==> src/rtl/aesx_pkg.sv <==
package aesx_pkg;

  localparam int BYTE_W = 8;

  function automatic logic [BYTE_W-1:0] gf_mul8(
    input logic [BYTE_W-1:0] a,
    input logic [BYTE_W-1:0] b,
    input logic [BYTE_W-1:0] poly
  );
    logic [BYTE_W-1:0] acc;
    logic [BYTE_W-1:0] sh;
    acc = '0;
    sh  = a;
    for (int i = 0; i < BYTE_W; i++) begin
      if (b[i]) acc = acc ^ sh;
      sh = sh[BYTE_W-1] ? ((sh << 1) ^ poly) : (sh << 1);
    end
    return acc;
  endfunction

  // a^254 = a^-1 for nonzero a; 0 maps to 0 naturally
  function automatic logic [BYTE_W-1:0] gf_inv8(
    input logic [BYTE_W-1:0] a,
    input logic [BYTE_W-1:0] poly
  );
    logic [BYTE_W-1:0] acc;
    logic [BYTE_W-1:0] base;
    logic [BYTE_W-1:0] ex;
    acc  = 8'h01;
    base = a;
    ex   = 8'hFE;
    for (int i = 0; i < BYTE_W; i++) begin
      if (ex[i]) acc = gf_mul8(acc, base, poly);
      base = gf_mul8(base, base, poly);
    end
    return acc;
  endfunction

  function automatic logic [BYTE_W-1:0] rotl8(input logic [BYTE_W-1:0] x, input int n);
    return (x << n) | (x >> (BYTE_W - n));
  endfunction

  function automatic logic [BYTE_W-1:0] affine8(
    input logic [BYTE_W-1:0] x,
    input logic [BYTE_W-1:0] c
  );
    return x ^ rotl8(x, 1) ^ rotl8(x, 2) ^ rotl8(x, 3) ^ rotl8(x, 4) ^ c;
  endfunction

endpackage

==> src/rtl/aesx_gfmul.sv <==
module aesx_gfmul #(
  parameter int          DATA_W = 32,
  parameter logic [7:0]  POLY   = 8'h1B
) (
  input  logic [DATA_W-1:0] a,
  input  logic [DATA_W-1:0] b,
  output logic [DATA_W-1:0] y
);
  import aesx_pkg::*;

  always_comb begin
    y = '0;
    y[BYTE_W-1:0] = gf_mul8(a[BYTE_W-1:0], b[BYTE_W-1:0], POLY);
  end
endmodule

==> src/rtl/aesx_sbox_lane.sv <==
module aesx_sbox_lane #(
  parameter logic [7:0] POLY = 8'h1B,
  parameter logic [7:0] AFF  = 8'h63
) (
  input  logic [7:0] x,
  output logic [7:0] y
);
  import aesx_pkg::*;

  logic [7:0] inv;

  always_comb begin
    inv = gf_inv8(x, POLY);
    y   = affine8(inv, AFF);
  end
endmodule

==> src/rtl/aesx_rowrot.sv <==
module aesx_rowrot #(
  parameter int LANES = 4,
  parameter int LW    = $clog2(LANES)
) (
  input  logic [8*LANES-1:0] row,
  input  logic [LW-1:0]      amt,
  output logic [8*LANES-1:0] y
);
  for (genvar c = 0; c < LANES; c++) begin : g_col
    logic [LW-1:0] src;
    assign src = LW'(c) + amt;
    assign y[8*c +: 8] = row[8*src +: 8];
  end
endmodule

==> src/rtl/aesx_unit.sv <==
module aesx_unit #(
  parameter int         DATA_W = 32,
  parameter logic [7:0] POLY   = 8'h1B,
  parameter logic [7:0] AFF    = 8'h63
) (
  input  logic              clk,
  input  logic              rst,
  input  logic              in_valid,
  input  logic [DATA_W-1:0] op_a,
  input  logic [DATA_W-1:0] op_b,
  input  logic              en_gfm,
  input  logic              en_sub,
  input  logic              en_rot,
  output logic [DATA_W-1:0] res,
  output logic              res_valid
);
  localparam int LANES = DATA_W / 8;
  localparam int LW    = $clog2(LANES);

  logic [DATA_W-1:0] gf_y, sub_y, rot_y, nxt;

  aesx_gfmul #(.DATA_W(DATA_W), .POLY(POLY)) u_gf (
    .a(op_a), .b(op_b), .y(gf_y)
  );

  for (genvar l = 0; l < LANES; l++) begin : g_lane
    aesx_sbox_lane #(.POLY(POLY), .AFF(AFF)) u_sb (
      .x(op_a[8*l +: 8]), .y(sub_y[8*l +: 8])
    );
  end

  aesx_rowrot #(.LANES(LANES), .LW(LW)) u_rot (
    .row(op_a), .amt(op_b[LW-1:0]), .y(rot_y)
  );

  always_comb begin
    if (en_gfm)      nxt = gf_y;
    else if (en_sub) nxt = sub_y;
    else if (en_rot) nxt = rot_y;
    else             nxt = op_a ^ op_b;
  end

  always_ff @(posedge clk) begin
    if (rst) begin
      res       <= '0;
      res_valid <= 1'b0;
    end else begin
      res_valid <= in_valid;
      if (in_valid) res <= nxt;
    end
  end

  assert_reset_clears_R1: assert property (@(posedge clk)
    rst |=> (res == '0 && !res_valid));

  assert_hold_idle_R2: assert property (@(posedge clk) disable iff (rst)
    (!$past(rst) && !$past(in_valid)) |-> $stable(res));

  assert_gf_zext_R4: assert property (@(posedge clk) disable iff (rst)
    (res_valid && $past(en_gfm)) |-> (res[DATA_W-1:8] == '0));

  assert_sbox_zero_R5: assert property (@(posedge clk) disable iff (rst)
    (res_valid && $past(!en_gfm && en_sub && op_a == '0))
      |-> (res == {LANES{AFF}}));

  assert_rot_zero_R6: assert property (@(posedge clk) disable iff (rst)
    (res_valid && $past(!en_gfm && !en_sub && en_rot && op_b[LW-1:0] == '0))
      |-> (res == $past(op_a)));

  assert_xor_fallback_R7: assert property (@(posedge clk) disable iff (rst)
    (res_valid && $past(!en_gfm && !en_sub && !en_rot))
      |-> (res == $past(op_a ^ op_b)));
endmodule

==> config.mk <==
export PLATFORM = sky130hd
export DESIGN_NAME = aesx_unit
export DESIGN_NICKNAME = d
export VERILOG_FILES = /design/src/rtl/aesx_pkg.sv /design/src/rtl/aesx_gfmul.sv /design/src/rtl/aesx_sbox_lane.sv /design/src/rtl/aesx_rowrot.sv /design/src/rtl/aesx_unit.sv
export SDC_FILE = /design/constraint.sdc
export NUM_CORES = 2
export LEC_CHECK = 0
export BUFFER_PORTS_ARGS = -buffer_cell sky130_fd_sc_hd__buf_4
export CAP_MARGIN = 20
export CORE_UTILIZATION = 50
export CTS_CLUSTER_DIAMETER = 80
export DETAILED_ROUTE_END_ITERATION = 10
export PLACE_DENSITY = 0.66
export SLEW_MARGIN = 25
export SYNTH_ARGS = -nofsm -noshare
export SYNTH_HDL_FRONTEND = slang
export SYNTH_SLANG_ARGS = --single-unit
==> constraint.sdc <==
create_clock -name clk -period 22 [get_ports clk]
set_input_delay 4.4 -clock clk [delete_from_list [all_inputs] [get_ports clk]]
set_output_delay 4.4 -clock clk [all_outputs]
set_load 0.01 [all_outputs]
==> impl_metrics.tcl <==
set metrics [dict create \
    routedWlPerCell_um 20.28 \
    ys_seq_elements 33 \
    startpoint "op_a[15]" \
    ys.flop_type "dfxtp_1" \
    first_pass_iters 6 \
    whs_path_depth 2 \
    dp.cells 10190 \
    cts_sinks 33 \
    cp_common_cell "xnor2_1" \
    hold_violations 0 \
    synth_edf_count 0 \
    reg2reg_slack_ns 21.01 \
    cp.buffers_inverters 7 \
    num_vias 63320 \
    maxCapViolations 0 \
    cp.arrival_ns 21.11 \
    synth.yosys.seq_area_share 0.01059 \
    worstHoldStart "res[3]$_SDFFE_PP0P_" \
    grt_start_max_net_pins 65 \
    slowest_stage "xor2_1" \
    initial_utilization 0.5045 \
    setup_viol 0 \
    period_minus_slack_ns 20.95 \
    critPathRequiredTime_ns 22.16 \
    critPathCaptureType "flop" \
    run_status "complete, no violations" \
    max_stage_delay_ns 0.65 \
    clk_path_buf_depth 2 \
    syn_area_um2 62370 \
    grt_pass1_wl_um 329100 \
    final_area_um2 66070 \
    first_iter_violations 7012 \
    clock_latency_ns 0.28 \
    vias_per_cell 6.201 \
    post-cts-setup-buffer-count 0 \
    final_cell_mix "xnor2_1 (1667), nor2_1 (1204), nand2_1 (897), a21oi_1 (522), xor2_1 (455)" \
    path_max_fanout 21 \
    synthArstFlopShare 0 \
    synthToLayoutAreaGrowth_pct 5.934 \
    wirelength_um 207100 \
    die_area_um2 126200 \
    grt_pass1_vias 58600 \
    place.gp.congestion 1.002 \
    slew_headroom 0.2692 \
    crit-reg2reg-launch "res[8]$_SDFFE_PP0P_" \
    hold_end "res[3]$_SDFFE_PP0P_" \
    fin_hold_ws_ns 0.4855 \
    boundaryPins 103 \
    core_um2 123600 \
    drive_above_1_share 0.1053 \
    htreeDepth 2 \
    r2r_cells 3 \
    final_min_period_over_clock_period 0.9521 \
    drv_slew 0 \
    startpoint_type "input port" \
    die_w_um 355.2 \
    finalClockSkew_ns 0 \
    nNetsFinal 8656 \
    die_h_um 355.2 \
    grt_antenna_before_repair 33 \
    placed_area_um2 65790 \
    ys_warn_count 0 \
    gr-total-overflow 0 \
    final_cells 10210 \
    fp-row-count 129 \
    drc 0 \
    cts-buffers-inserted 5 \
    cts_tree "yes" \
    crit_family "XOR/XNOR gates" \
    clk_pin_slew_ns 0.06 \
    n_fill_cell 12120 \
    synth_cell_types 124 \
    syn_avg_cell_area_um2 7.136 \
    worstSetupPathType "in2reg" \
    final_common_cell "xnor2_1" \
    timing.fmax_mhz 47.74 \
    totalNegativeSetupSlack_ns 0 \
    grt_usage 0.3144 \
    synthCells 8741 \
    syn_nets 8840 \
    cts_root_buf "clkbuf_16" \
    worst_pin_slew_ns 1.088 \
    hp-class "reg2reg" \
    rr_endpoint "res[8]$_SDFFE_PP0P_" \
    dp_hpwl_um 154900 \
    ant_nets 0 \
    portBuffers 102 \
]
==> worst max-delay path by stage <==
stage,to,slack [ns],cells past startpoint
after floorplan,res[15]$_SDFFE_PP0P_,2.07,68
after global placement,res[20]$_SDFFE_PP0P_,0.23,53
after detailed placement,res[20]$_SDFFE_PP0P_,0.27,53
after CTS,res[23]$_SDFFE_PP0P_,0.49,54
after global routing,res[15]$_SDFFE_PP0P_,-0.02,62
final,res[8]$_SDFFE_PP0P_,1.05,63
==> flip-flops by register name, summed over array words and instances (netlist names) <==
register and cells:
res 32, res_valid 1
==> synth_stat cells (38+ instances only) <==
master    number  share of area
a21oi_1      524          0.042
a31oi_1       87         0.0087
nor2_1      1204          0.072
buf_1         48         0.0029
or3_1         38         0.0038
nand2_1      897          0.054
a22oi_1       66         0.0079
o21ai_0      384          0.031
xnor2_2      105          0.027
a211oi_1      74         0.0089
o211ai_1      90          0.011
clkbuf_1     445          0.027
o22ai_1      133          0.013
xnor3_1      243          0.088
o21ai_1       47         0.0038
and2_1        56         0.0056
nor4_1        40         0.0040
inv_1         71         0.0043
mux2_2        49         0.0088
nor3_1       244          0.020
xnor2_1     1743           0.24
buf_2        119         0.0095
nand2b_1      57         0.0057
nand3_1      231          0.019
nor2b_1       66         0.0066
xor2_2        40          0.010
mux2i_1      210          0.034
xor2_1       468          0.066
and3_1        58         0.0058
==> cells by family after synthesis <==
| group | after synthesis | share of synthesized area |
|---|---|---|
| multiplexers | 283 | 0.05037 |
| XOR/XNOR | 2676 | 0.4671 |
| flip-flops | 33 | 0.01059 |
| AND/OR/NAND/NOR | 3053 | 0.2159 |
| AO/OA/AOI/OAI | 1918 | 0.1999 |
| adder cells (fa/ha/maj) | 34 | 0.006620 |
| buffers and inverters | 744 | 0.04945 |
==> metrics by stage <==
stage / utilization / setup slack (ns)
final: 0.5344 / 1.053
after global routing: 0.5343 / -0.01826
after CTS: 0.5335 / 0.4890
after detailed placement: 0.5321 / 0.2681
after global placement: 0.5320 / 0.2350
after floorplan: - / 2.070
==> tightest hold or removal path: stages (launching register included) <==
cell,delay (ns)
dfxtp_1,0.31
nor2_1,0.08
nor3_1,0.05
==> timing repair <==
| action | in CTS | in global routing |
|---|---|---|
| hold buffers | 0 | 0 |
| gates resized for setup | 0 | 8 |
| setup endpoints to repair | 0 | 11 |
==> routing by layer <==
layer,up-vias,global-route usage,part of all wire,wire (um)
li1,29920,-,-,-
met1,30140,0.4403,0.43,89820
met2,2859,0.5058,0.45,93470
met3,375,0.04179,0.089,18400
met4,28,0.07853,0.025,5242
met5,-,0,0.00089,184
==> area by class of cell <==
| type | count | area (um2) | share of cell area |
|---|---|---|---|
| diodes | 16 | 40.04 | 0.0006060 |
| clock buffers | 6 | 138.9 | 0.002102 |
| clock inverters | 2 | 37.54 | 0.0005681 |
| inverters | 102 | 389.1 | 0.005889 |
| multi-input cells | 7964 | 59370 | 0.8986 |
| flip-flops and latches | 33 | 660.6 | 0.009998 |
| well taps | 1637 | 2048 | 0.03100 |
| repair buffers | 451 | 3386 | 0.05124 |
Power is left out: the tool's default activity adds up to more than one toggle a clock period on the data nets, which glitch-free logic cannot reach.
